==> src/rtl/bridge_adc_pkg.sv <==
package bridge_adc_pkg;
  typedef enum logic [2:0] {
    ST_IDLE,
    ST_BIT_HI,
    ST_BIT_LO,
    ST_TAIL_HI,
    ST_TAIL_LO
  } rd_state_e;
endpackage

==> src/rtl/bridge_adc_sync.sv <==
module bridge_adc_sync #(
  parameter int STAGES = 2
) (
  input  logic clk_i,
  input  logic rst_ni,
  input  logic d_i,
  output logic q_o
);
  logic [STAGES-1:0] ff_q;

  // idle level of the shared line is high
  always_ff @(posedge clk_i or negedge rst_ni) begin
    if (!rst_ni) ff_q <= '1;
    else         ff_q <= {ff_q[STAGES-2:0], d_i};
  end

  assign q_o = ff_q[STAGES-1];
endmodule

==> src/rtl/bridge_adc_ready_det.sv <==
module bridge_adc_ready_det (
  input  logic clk_i,
  input  logic rst_ni,
  input  logic line_i,
  input  logic idle_i,
  input  logic enable_i,
  output logic start_o
);
  logic armed_q;

  // armed only by a high level seen while idle and powered
  always_ff @(posedge clk_i or negedge rst_ni) begin
    if (!rst_ni) armed_q <= 1'b0;
    else         armed_q <= idle_i & enable_i & line_i;
  end

  assign start_o = idle_i & enable_i & armed_q & ~line_i;

  assert_start_needs_arm_R2: assert property (@(posedge clk_i) disable iff (!rst_ni)
    start_o |-> ($past(line_i) && $past(idle_i) && $past(enable_i)));
endmodule

==> src/rtl/bridge_adc_engine.sv <==
module bridge_adc_engine
  import bridge_adc_pkg::*;
#(
  parameter int NBITS     = 18,
  parameter int HALF_CLKS = 2   // must be >= 2
) (
  input  logic             clk_i,
  input  logic             rst_ni,
  input  logic             start_i,
  input  logic             line_i,
  output logic             idle_o,
  output logic             sclk_o,
  output logic [NBITS-1:0] result_o,
  output logic             valid_o
);
  localparam int CW = $clog2(HALF_CLKS + 1);
  localparam int BW = $clog2(NBITS + 1);
  localparam logic [CW-1:0] LAST_CNT = CW'(HALF_CLKS - 1);
  localparam logic [BW-1:0] LAST_BIT = BW'(NBITS - 1);

  rd_state_e        state_q;
  logic [CW-1:0]    cnt_q;
  logic [BW-1:0]    bits_q;
  logic [NBITS-1:0] shreg_q;
  logic [NBITS-1:0] result_q;
  logic             sclk_q;
  logic             valid_q;
  logic             half_done;

  assign half_done = (cnt_q == LAST_CNT);

  always_ff @(posedge clk_i or negedge rst_ni) begin
    if (!rst_ni) begin
      state_q  <= ST_IDLE;
      cnt_q    <= '0;
      bits_q   <= '0;
      shreg_q  <= '0;
      result_q <= '0;
      sclk_q   <= 1'b0;
      valid_q  <= 1'b0;
    end else begin
      valid_q <= 1'b0;
      case (state_q)
        ST_IDLE: begin
          if (start_i) begin
            state_q <= ST_BIT_HI;
            sclk_q  <= 1'b1;
            cnt_q   <= '0;
            bits_q  <= '0;
          end
        end
        ST_BIT_HI: begin
          if (half_done) begin
            state_q <= ST_BIT_LO;
            sclk_q  <= 1'b0;
            cnt_q   <= '0;
          end else cnt_q <= cnt_q + 1'b1;
        end
        ST_BIT_LO: begin
          if (half_done) begin
            // sample at end of low phase: line settled since the rising edge
            shreg_q <= {shreg_q[NBITS-2:0], line_i};
            sclk_q  <= 1'b1;
            cnt_q   <= '0;
            if (bits_q == LAST_BIT) state_q <= ST_TAIL_HI;
            else begin
              bits_q  <= bits_q + 1'b1;
              state_q <= ST_BIT_HI;
            end
          end else cnt_q <= cnt_q + 1'b1;
        end
        ST_TAIL_HI: begin
          if (half_done) begin
            state_q <= ST_TAIL_LO;
            sclk_q  <= 1'b0;
            cnt_q   <= '0;
          end else cnt_q <= cnt_q + 1'b1;
        end
        ST_TAIL_LO: begin
          if (half_done) begin
            state_q  <= ST_IDLE;
            cnt_q    <= '0;
            result_q <= shreg_q;
            valid_q  <= 1'b1;
          end else cnt_q <= cnt_q + 1'b1;
        end
        default: state_q <= ST_IDLE;
      endcase
    end
  end

  assign idle_o   = (state_q == ST_IDLE);
  assign sclk_o   = sclk_q;
  assign result_o = result_q;
  assign valid_o  = valid_q;

  assert_sclk_min_high_R4: assert property (@(posedge clk_i) disable iff (!rst_ni)
    $rose(sclk_q) |=> sclk_q);
  assert_sclk_min_low_R4: assert property (@(posedge clk_i) disable iff (!rst_ni)
    $fell(sclk_q) |=> !sclk_q);
  assert_valid_single_R5: assert property (@(posedge clk_i) disable iff (!rst_ni)
    valid_q |=> !valid_q);
  assert_valid_at_rest_R5: assert property (@(posedge clk_i) disable iff (!rst_ni)
    valid_q |-> (idle_o && !sclk_q));
  assert_bit_bound_R3: assert property (@(posedge clk_i) disable iff (!rst_ni)
    bits_q < BW'(NBITS));
  assert_result_stable_R5: assert property (@(posedge clk_i) disable iff (!rst_ni)
    !valid_q |-> $stable(result_q));
endmodule

==> src/rtl/bridge_adc_fs.sv <==
module bridge_adc_fs #(
  parameter int NBITS = 18
) (
  input  logic             clk_i,
  input  logic             rst_ni,
  input  logic [NBITS-1:0] word_i,
  input  logic             valid_i,
  output logic             flag_o
);
  localparam logic [NBITS-1:0] POS_FS = {1'b0, {(NBITS-1){1'b1}}};
  localparam logic [NBITS-1:0] NEG_FS = {1'b1, {(NBITS-1){1'b0}}};

  assign flag_o = valid_i & ((word_i == POS_FS) | (word_i == NEG_FS));

  assert_flag_qualified_R6: assert property (@(posedge clk_i) disable iff (!rst_ni)
    flag_o |-> valid_i);
endmodule

==> src/rtl/bridge_adc_rx.sv <==
module bridge_adc_rx #(
  parameter int NBITS       = 18,
  parameter int HALF_CLKS   = 2,
  parameter int SYNC_STAGES = 2
) (
  input  logic             clk_i,
  input  logic             rst_ni,
  input  logic             rdy_dat_i,
  input  logic             run_en_i,
  input  logic             fast_rate_i,
  output logic             sclk_o,
  output logic             pwr_o,
  output logic             rate_o,
  output logic [NBITS-1:0] result_o,
  output logic             result_valid_o,
  output logic             full_scale_o
);
  logic line_s, idle, start, pwr_q, rate_q;

  always_ff @(posedge clk_i or negedge rst_ni) begin
    if (!rst_ni) begin
      pwr_q  <= 1'b0;
      rate_q <= 1'b0;
    end else begin
      pwr_q  <= run_en_i;
      rate_q <= fast_rate_i;
    end
  end

  assign pwr_o  = pwr_q;
  assign rate_o = rate_q;

  bridge_adc_sync #(.STAGES(SYNC_STAGES)) u_sync (
    .clk_i (clk_i),
    .rst_ni(rst_ni),
    .d_i   (rdy_dat_i),
    .q_o   (line_s)
  );

  bridge_adc_ready_det u_det (
    .clk_i   (clk_i),
    .rst_ni  (rst_ni),
    .line_i  (line_s),
    .idle_i  (idle),
    .enable_i(pwr_q),
    .start_o (start)
  );

  bridge_adc_engine #(.NBITS(NBITS), .HALF_CLKS(HALF_CLKS)) u_eng (
    .clk_i   (clk_i),
    .rst_ni  (rst_ni),
    .start_i (start),
    .line_i  (line_s),
    .idle_o  (idle),
    .sclk_o  (sclk_o),
    .result_o(result_o),
    .valid_o (result_valid_o)
  );

  bridge_adc_fs #(.NBITS(NBITS)) u_fs (
    .clk_i  (clk_i),
    .rst_ni (rst_ni),
    .word_i (result_o),
    .valid_i(result_valid_o),
    .flag_o (full_scale_o)
  );

  assert_no_read_asleep_R7: assert property (@(posedge clk_i) disable iff (!rst_ni)
    (!pwr_q && idle) |=> idle);
endmodule

==> config.mk <==
export PLATFORM = sky130hd
export DESIGN_NAME = bridge_adc_rx
export DESIGN_NICKNAME = d
export VERILOG_FILES = /design/src/rtl/bridge_adc_pkg.sv /design/src/rtl/bridge_adc_sync.sv /design/src/rtl/bridge_adc_ready_det.sv /design/src/rtl/bridge_adc_engine.sv /design/src/rtl/bridge_adc_fs.sv /design/src/rtl/bridge_adc_rx.sv
export SDC_FILE = /design/constraint.sdc
export NUM_CORES = 1
export LEC_CHECK = 0
export ABC_AREA = 0
export BUFFER_PORTS_ARGS = -buffer_cell sky130_fd_sc_hd__buf_2
export CAP_MARGIN = 0
export CORE_MARGIN = 2
export CORE_UTILIZATION = 30
export DETAILED_ROUTE_END_ITERATION = 10
export PLACE_DENSITY = 0.54
export SKIP_LAST_GASP = 1
export SLEW_MARGIN = 20
export SYNTH_ARGS = -nofsm -noshare
export SYNTH_HDL_FRONTEND = slang
export SYNTH_SLANG_ARGS = --single-unit
==> constraint.sdc <==
create_clock -name clk_i -period 2.6 [get_ports clk_i]
set_clock_uncertainty 0.15 [all_clocks]
set_input_delay 0.52 -clock clk_i [delete_from_list [all_inputs] [get_ports clk_i]]
set_output_delay 0.52 -clock clk_i [all_outputs]
set_load 0.01 [all_outputs]
# Word-level counts from Yosys, hierarchy flattened
# Index checks and enable logic that the tools add are counted.
# Widths: inputs -> output; s select.
[op_classes]
bitwise = 7
n_reduce_logical = 12
mux = 20
add_sub_neg = 2
eq_ne = 15
[op_table]
columns = ["op", "count"]
rows = [
  ["$eq 18x17->1 const B", 1],
  ["$eq 18x18->1 const B", 1],
  ["$mux 3", 5],
  ["$mux 5", 3],
  ["$pmux 3 s5", 1],
  ["$ne 2x1->1 const B", 5],
  ["$pmux 5 s2", 1],
  ["$reduce_and 4->1", 2],
  ["$eq 3x2->1 const B", 2],
  ["$mux 2", 3],
  ["$reduce_and 2->1", 3],
  ["$add 5x1->5 const B", 1],
  ["$and 1x1->1", 5],
  ["$eq 5x5->1 const B", 1],
  ["$mux 1", 5],
  ["$reduce_and 5->1", 1],
  ["$ne 2x2->1 const B", 2],
  ["$pmux 2 s2", 1],
  ["$reduce_bool 2->1", 2],
  ["$reduce_or 4->1", 1],
  ["$eq 3x1->1 const B", 1],
  ["$eq 3x3->1 const B", 1],
  ["$logic_not 3->1", 1],
  ["$pmux 1 s3", 1],
  ["other kinds (6)", 6],
]
[totals]
wordCells = 67
ff_bits = 53

# Logic depth before layout (Yosys ltp)
# Gate-level depths: netlist (run 1).
[depth]
depth_word = 6
mapped_depth = 7
ltp_nobuf = 6

# Hierarchy
# Synthesis (run 1) repeated with hierarchy kept, for this count alone.
[unflattened]
hier_cells = 166
hier_area_um2 = 2254.7
[modules_own_cells]
columns = ["module", "area_each_um2", "cells_each", "n_inst", "seq_area_each_um2"]
rows = [
  ["bridge_adc_engine", 2020.7, 146, 1, 1201.2],
  ["bridge_adc_fs", 88.8, 13, 1, 0.0],
  ["bridge_adc_sync", 52.6, 2, 1, 52.6],
  ["bridge_adc_rx", 50.0, 2, 1, 50.0],
  ["bridge_adc_ready_det", 42.5, 3, 1, 25.0],
]

# Least setup slack after synthesis (run 1)
# No wires, ideal clock.
[synth_path]
kind = "register to output"
startpoint = "register u_eng.result_q[6] (netlist: u_eng.result_o[6])"
endpoint = "output full_scale_o"
arrival_ns = 1.263
n_path_buf = 0
t_required_ns = 1.930
path_stages_with_launch = 4
slack_ns = 0.667
path_cell_list = "dfrtp_1 > nor4b_1 > nand4_1 > o41ai_1"
[synth_between]
elab_chain_cells = 3
word_cells_on_any_way = 4
classes_between = "eq/ne: 2; bitwise: 2"
[synth_lines]
columns = ["element", "line", "text"]
rows = [
  ["start: declaration", "bridge_adc_engine.sv:25", "logic [NBITS-1:0] result_q;"],
  ["start signal: assignment", "bridge_adc_engine.sv:83", "result_q <= shreg_q;"],
  ["$eq 18x17->1 / $eq 18x18->1 (equally long branches)", "bridge_adc_fs.sv:13", "assign flag_o = valid_i & ((word_i == POS_FS) | (word_i == NEG_FS));"],
  ["$or 1x1->1 (*)", "bridge_adc_fs.sv:13", ""],
  ["$and 1x1->1 (*)", "bridge_adc_fs.sv:13", ""],
  ["end: declaration", "bridge_adc_rx.sv:16", "output logic full_scale_o"],
]
# Every way passes the cells marked *; elsewhere a longest branch is shown, timed or not.

# Final worst setup path (run 1)
[layout_path]
startpoint = "register u_eng.result_q[2] (netlist: u_eng.result_o[2])"
endpoint = "output full_scale_o"
# Same word-level chain as after synthesis.

==> impl_results.md, run 1 <==
- Share of the synthesized area in the top cell type: 0.555
- Portion of the post-synthesis area used by sequential elements: 0.578
- Pre-CTS setup slack: 439 ps
- Die Ht: 91.5 um
- Sink count of the clock tree: 53
- # hold bufs at CTS: 0
- Seq cells post-synth: 53
- Worst ir drop on vdd: 0.434 mV
- Outcome: finished, final reports clean
- Number of detailed-routing iterations run before antenna repair: 4
- Vias: 1387
- CTS H-Tree Depth: 2
- Arr. time, crit path: 1700 ps
- Cell area power density: 920 mW/mm^2
- Number of input and output port buffers inserted: 27
- Remaining antenna violation count: 0
- Max-capacitance violation count: 0
- Largest cells by area after synthesis: sky130_fd_sc_hd__dfrtp_1 (56%), sky130_fd_sc_hd__mux2_4 (12%), sky130_fd_sc_hd__mux2_2 (8.8%)
- Filler cell count in the final layout: 705
- Sequential cell area: 0.00133 sq mm
- Number of vias per cell: 4.70
- Maximum fanout along the worst path: 4
- Cell at the root of the clock tree: sky130_fd_sc_hd__clkbuf_8
- CTS clk-pin slew, worst paths: 110 ps
- Final min period: 2370 ps
- Critical path buffers and inverters: 1
- Horizontal extent of the die: 91.5 um
- Global route total overflow: 0
- Total core area: 0.00733 sq mm
- Hold Violations, Final: 0
- Summed negative setup slack over all endpoints: 0 ps
- Global-route wire length before repair: 7250 um
- Starting density of the core: 0.314
- Critical path endpoint category: output pin
- CTS tree: done
- Share of post-route cells with drive strength above 1: 0.408
- Min-delay worst type: in -> reg
- Fraction of power consumed by sequential logic: 0.479
- Combinational fraction of design power: 0.312
- Portion of total power attributed to the clock network: 0.209
- Site row count: 31
- Required arrival time at the worst endpoint: 1930 ps
- Vias in the first global route: 1411
- P_sw: 838 uW
- Delay of the slowest cell on the worst path: 440 ps
- Slew headroom: 0.547
- Maximum root-to-sink buffer count: 2
- Highest clock frequency the design can meet: 422 MHz
- Boundary Pins: 28
- Smallest setup slack after layout: 228 ps
- Avg Cell Area, Syn: 13.9 sq um
- Tcrit/Tclk final: 0.912
- Crit Path Category: reg -> out
- Cell Area, Synth: 0.00230 sq mm
- Most common cell after layout, fill and taps aside: sky130_fd_sc_hd__dfrtp_1
- Unrepaired setup endpoints after global routing: no
- Worst skew pair latency: 310 ps
- Half-perimeter wire length of the detailed placement result: 2720 um
- Drt total wl: 4080 um
- Maximum number of pins on one net before global-route repair: 54
- Number of nets in the layout: 202
- Remaining design rule violation count: 0
- Startpoint Class: flop
- Commonest cells after routing, fill and taps aside: sky130_fd_sc_hd__dfrtp_1 (51), sky130_fd_sc_hd__buf_2 (27), sky130_fd_sc_hd__mux2_4 (18), sky130_fd_sc_hd__mux2_2 (18), sky130_fd_sc_hd__a21oi_1 (7)
- Placer Congestion: 0.746
- Per-cell routed wire length: 13.8 um
- Synth-to-Final Area Change: 14.5%
- Post-synthesis cell count: 165
- Global-route total usage across every layer: 0.109
- Area leader, netlist: sky130_fd_sc_hd__dfrtp_1
- Worst path top cell family by delay: simple AND/OR/NAND/NOR gates
- Total of endpoints with negative setup slack in the final report: 0
- Area taken by multi-input logic gates: 905 sq um
- Worst-path cell chain: nor4_2 > nand4_1 > o41ai_1 > buf_2
- Total die area: 0.00838 sq mm
- Total of cells resized after clock tree synthesis: 0
- Number of antenna cells inserted: 0
- Total internal power: 1580 uW
- Starting DRT DRC Count: 43
- CTS Buf Count: 5
- Number of buffers added for setup after CTS: 0
- Slew at the pin closest to its max-slew limit: 680 ps
- Number of pins with negative max-slew slack in the final report: 0
- Number of nets in the synthesized netlist: 172
- Switching share of total power: 0.346
- Number of antenna violations at the first check in global routing: 0
- Synth Warn #: 0
- Synth unique cells: 36
- Standby leakage power: 0.00134 uW
- Critical path's slowest cell: sky130_fd_sc_hd__dfrtp_1
## sequential cells by signal, summed over array words and instances, names as in the netlist
register and cells:
rate_o 1, u_eng.bits_q 5, u_eng.shreg_q 18, u_sync.ff_q 2, u_eng.valid_o 1, pwr_o 1
u_eng.cnt_q 2, u_eng.state_q 3, u_det.armed_q 1, u_eng.sclk_o 1, u_eng.result_o 18
## final timing paths
path / from / end / slack, ps / cells after the start
hold reg to reg: u_sync.ff_q[0]$_DFF_PN1_ / u_sync.ff_q[1]$_DFF_PN1_ / 210 / 0
min in group asynchronous: rst_ni / u_det.armed_q$_DFF_PN0_ / 170 / 2
setup reg to reg: u_eng.state_q[0]$_DFFE_PN0P_ / u_eng.shreg_q[2]$_DFFE_PN0P_ / 570 / 3
max in group asynchronous: rst_ni / u_eng.result_o[14]$_DFFE_PN0P_ / 1680 / 2
setup / recovery: u_eng.result_o[2]$_DFFE_PN0P_ / full_scale_o / 230 / 4
hold / removal: rdy_dat_i / u_sync.ff_q[0]$_DFF_PN1_ / 150 / 1
## area by class of cell
| class | instances | area share |
|---|---|---|
| Clock buffer | 5 | 0.0262 |
| Clock inverter | 3 | 0.0109 |
| Inverter | 5 | 0.00713 |
| Multi-Input combinational cell | 100 | 0.344 |
| Sequential cell | 53 | 0.505 |
| Tap cell | 99 | 0.0471 |
| Timing Repair Buffer | 30 | 0.0599 |
## layer usage
metal,routed length (um),track usage,part of all wire,vias up
met2,1830,0.159,0.45,18
met5,0,0,0,-
met4,69,0.0417,0.017,0
met1,2090,0.157,0.51,693
li1,-,-,-,670
met3,87,0.0232,0.021,6
## Yosys cell counts, drive strengths merged
cell     n
dfrtp   51
mux2    36
a21oi    7
buf      6
nand2    6
nand4    6
inv      5
o21ai    5
nor4     4
o41ai    4
a211oi   3
nand3    3
nor2b    3
a21o     2
a41oi    2
dfstp    2
ha       2
nor2     2
nor3     2
a211o    1
and2     1
and4b    1
and4bb   1
clkbuf   1
nand2b   1
nand3b   1
nor4b    1
o211ai   1
o21bai   1
o22a     1
o31ai    1
or2      1
or3b     1
## cells by family after synthesis
kind of cell	synth area share
DFF	0.578
buffers and inverters	0.0310
AOI/OAI and AO/OA	0.0827
muxes	0.206
adders and majority gates	0.0109
and+or+nand+nor	0.0915
## power by group through the flow
stage	combinational, uW	clock [uW]	sequential [uW]
finish	754	507	1160
CTS	763	530	1160
detailed placement	758	0	1170
global placement	751	0	1170
global route	849	561	1190
floorplan	614	0	1140
## through the flow
step | cell area [sq um] | utilization | instances | power (uW) | hold WS (ps)
6_report | 2630 | 0.359 | 295 | 2420 | 148
5_1_grt | 2630 | 0.359 | 295 | 2600 | 129
4_1_cts | 2630 | 0.358 | 295 | 2450 | 133
3_5_place_dp | 2530 | 0.345 | 287 | 1930 | 198
3_3_place_gp | 2530 | 0.345 | 287 | 1930 | 199
2_1_floorplan | 2300 | - | 165 | 1760 | 74.4
Note: power is estimated with default switching activity, not from simulation.
==> run 2, diff against run 1 <==
- CORE_MARGIN: 2 -> not set
- clock period: 2.6 -> 3 ns (I/O delays scaled with it)
==> impl_results.md, run 2 (same netlist as run 1, synthesis figures left out) <==
- CTS tree: done
- Cell at the root of the clock tree: sky130_fd_sc_hd__clkbuf_8
- Number of antenna cells inserted: 0 (unchanged)
- Hold Violations, Final: 0 (unchanged)
- Boundary Pins: 28 (unchanged)
- Starting DRT DRC Count: 94 (+120%)
- Half-perimeter wire length of the detailed placement result: 2870 um (+5.7%)
- Standby leakage power: 0.00132 uW (-1.2%)
- Remaining antenna violation count: 0 (unchanged)
- Number of vias per cell: 4.76 (+1.2%)
- Slew at the pin closest to its max-slew limit: 886 ps (+206 ps)
- Highest clock frequency the design can meet: 409 MHz
- # hold bufs at CTS: 0 (unchanged)
- Worst-path cell chain: nor4_1 > nand4_1 > o41ai_1 > buf_2
- Arr. time, crit path: 1690 ps (about the same)
- Drt total wl: 4170 um (+2.1%)
- Layout Utilization: 0.357 (-0.00171)
- Filler cell count in the final layout: 720 (+2.1%)
- Area taken by multi-input logic gates: 898 sq um (-0.69%)
- Sequential cell area: 0.00133 sq mm (unchanged)
- Combinational fraction of design power: 0.303 (-0.009)
- Total internal power: 1350 uW (-15%)
- Most common cell after layout, fill and taps aside: sky130_fd_sc_hd__dfrtp_1
- Fraction of met2 tracks used by global routing: 0.162 (+0.00307)
- Total die area: 0.00802 sq mm (-4.3%)
- Crit Path Category: reg -> out
- Vias in the first global route: 1294 (-8.3%)
- Cell area power density: 784 mW/mm^2 (-15%)
- Commonest cells after routing, fill and taps aside: sky130_fd_sc_hd__dfrtp_1 (51), sky130_fd_sc_hd__buf_2 (27), sky130_fd_sc_hd__mux2_4 (18), sky130_fd_sc_hd__mux2_2 (18), sky130_fd_sc_hd__a21oi_1 (7)
- Remaining design rule violation count: 0 (unchanged)
- Critical path's slowest cell: sky130_fd_sc_hd__dfrtp_1
- Number of input and output port buffers inserted: 27 (unchanged)
- GRT met3 Usage: 0.0314 (+0.00816)
- Portion of total power attributed to the clock network: 0.197 (-0.012)
- Die Ht: 89.5 um (-2.2%)
- Outcome: finished, final reports clean
- CTS Buf Count: 5 (unchanged)
- Per-cell routed wire length: 14.1 um (+2.1%)
- Tcrit/Tclk final: 0.815
- Unrepaired setup endpoints after global routing: no
- Placer Congestion: 0.686 (-7.9%)
- Number of antenna violations at the first check in global routing: 0 (unchanged)
- Maximum root-to-sink buffer count: 2 (unchanged)
- Number of nets in the layout: 202 (unchanged)
- Required arrival time at the worst endpoint: 2250 ps (+320 ps)
- Worst ir drop on vdd: 0.291 mV (-33%)
- Total of endpoints with negative setup slack in the final report: 0 (unchanged)
- Global route total overflow: 0 (unchanged)
- Fraction of power consumed by sequential logic: 0.500 (+0.021)
- Min-delay worst type: reg -> reg
- Met1 Resource Use GR: 0.166 (+0.00821)
- CTS clk-pin slew, worst paths: 100 ps (about the same)
- CTS H-Tree Depth: 2 (unchanged)
- Maximum fanout along the worst path: 4 (unchanged)
- Max-capacitance violation count: 0 (unchanged)
- Site row count: 31 (unchanged)
- Sink count of the clock tree: 53 (unchanged)
- Starting density of the core: 0.314 (unchanged)
- Maximum number of pins on one net before global-route repair: 41 (-24%)
- Total core area: 0.00733 sq mm (unchanged)
- Final instance area: 0.00262 sq mm (-0.48%)
- Layer carrying the most global-route usage: met1
- Worst hold margin: 209 ps (+61.2 ps)
- Number of detailed-routing iterations run before antenna repair: 4 (unchanged)
- Horizontal extent of the die: 89.5 um (-2.2%)
- Delay of the slowest cell on the worst path: 430 ps (about the same)
- Critical path endpoint category: output pin
- Vias: 1403 (+1.2%)
- Global-route wire length before repair: 6780 um (-6.5%)
- Summed negative setup slack over all endpoints: 0 ps (unchanged)
- Synth-to-Final Area Change: 13.9%
- Worst setup slack for register-to-register paths: 900 ps (+330 ps)
- Number of pins with negative max-slew slack in the final report: 0 (unchanged)
- P_sw: 706 uW (-16%)
- Share of post-route cells with drive strength above 1: 0.403 (-0.00510)
- Final min period: 2440 ps
- Worst skew pair latency: 310 ps (about the same)
- Slew headroom: 0.409 (-0.138)
- Startpoint Class: flop
- Switching share of total power: 0.344 (-0.00264)
- Dpl cell area: 0.00253 sq mm (unchanged)
- Number of buffers added for setup after CTS: 0 (unchanged)
- Global-route total usage across every layer: 0.114 (+0.00483)
- Total of cells resized after clock tree synthesis: 0 (unchanged)
==> run 2: cell count changes in the layout (fill, tap and decap cells not counted) <==
cell / before / now
sky130_fd_sc_hd__nor4_2: 1 / 0
sky130_fd_sc_hd__clkinvlp_4: 0 / 3
sky130_fd_sc_hd__nor4_1: 3 / 4
sky130_fd_sc_hd__inv_8: 1 / 0
sky130_fd_sc_hd__inv_6: 2 / 0
==> run 2: final timing paths <==
| path | start | to | cells after the start |
|---|---|---|---|
| min in group asynchronous | rst_ni | u_eng.result_o[12]$_DFFE_PN0P_ | 1 |
| hold / removal | u_sync.ff_q[0]$_DFF_PN1_ | u_sync.ff_q[1]$_DFF_PN1_ | 0 |
| max in group asynchronous | rst_ni | u_eng.result_o[3]$_DFFE_PN0P_ | 2 |
| setup / recovery | u_eng.result_o[2]$_DFFE_PN0P_ | full_scale_o | 4 |
| setup reg to reg | u_eng.state_q[2]$_DFFE_PN0P_ | u_eng.shreg_q[0]$_DFFE_PN0P_ | 3 |
| hold reg to reg | u_sync.ff_q[0]$_DFF_PN1_ | u_sync.ff_q[1]$_DFF_PN1_ | 0 |
==> run 2: per-stage QoR <==
step	setup WS [ps]	cells	total power, uW
after floorplan	987	165	1520
after global placement	867	287	1660
after detailed placement	892	287	1670
after CTS	533	295	2080
after global routing	422	295	2200
final	555	295	2050
==> run 2: layout make-up <==
cell class	count	share of cell area
sequential	53	0.507
multi-input combinational	100	0.343
clock inverter	3	0.00860
inverter	5	0.00717
timing repair buffer	30	0.0602
tap	99	0.0473
clock buffer	5	0.0263
==> run 2: worst max-delay path: cells and delay by family, from the launching register on <==
kind	cells	cell delay, ps
flops	1	430
simple gates	2	530
compound gates	1	240
buf+inv	1	180
==> run 2: power by group through the flow <==
stage	Clock [uW]	Sequential (uW)	Combinational (uW)
5_1_grt	446	1050	700
3_3_place_gp	0	1040	618
2_1_floorplan	0	990	532
3_5_place_dp	0	1040	629
4_1_cts	420	1030	632
6_report	404	1030	623
==> run 2: per-layer routing <==
metal  routed length [um]  share of wire
met2                 1910           0.46
met5                    0              0
met3                  125          0.030
met4                   62          0.015
met1                 2070           0.50
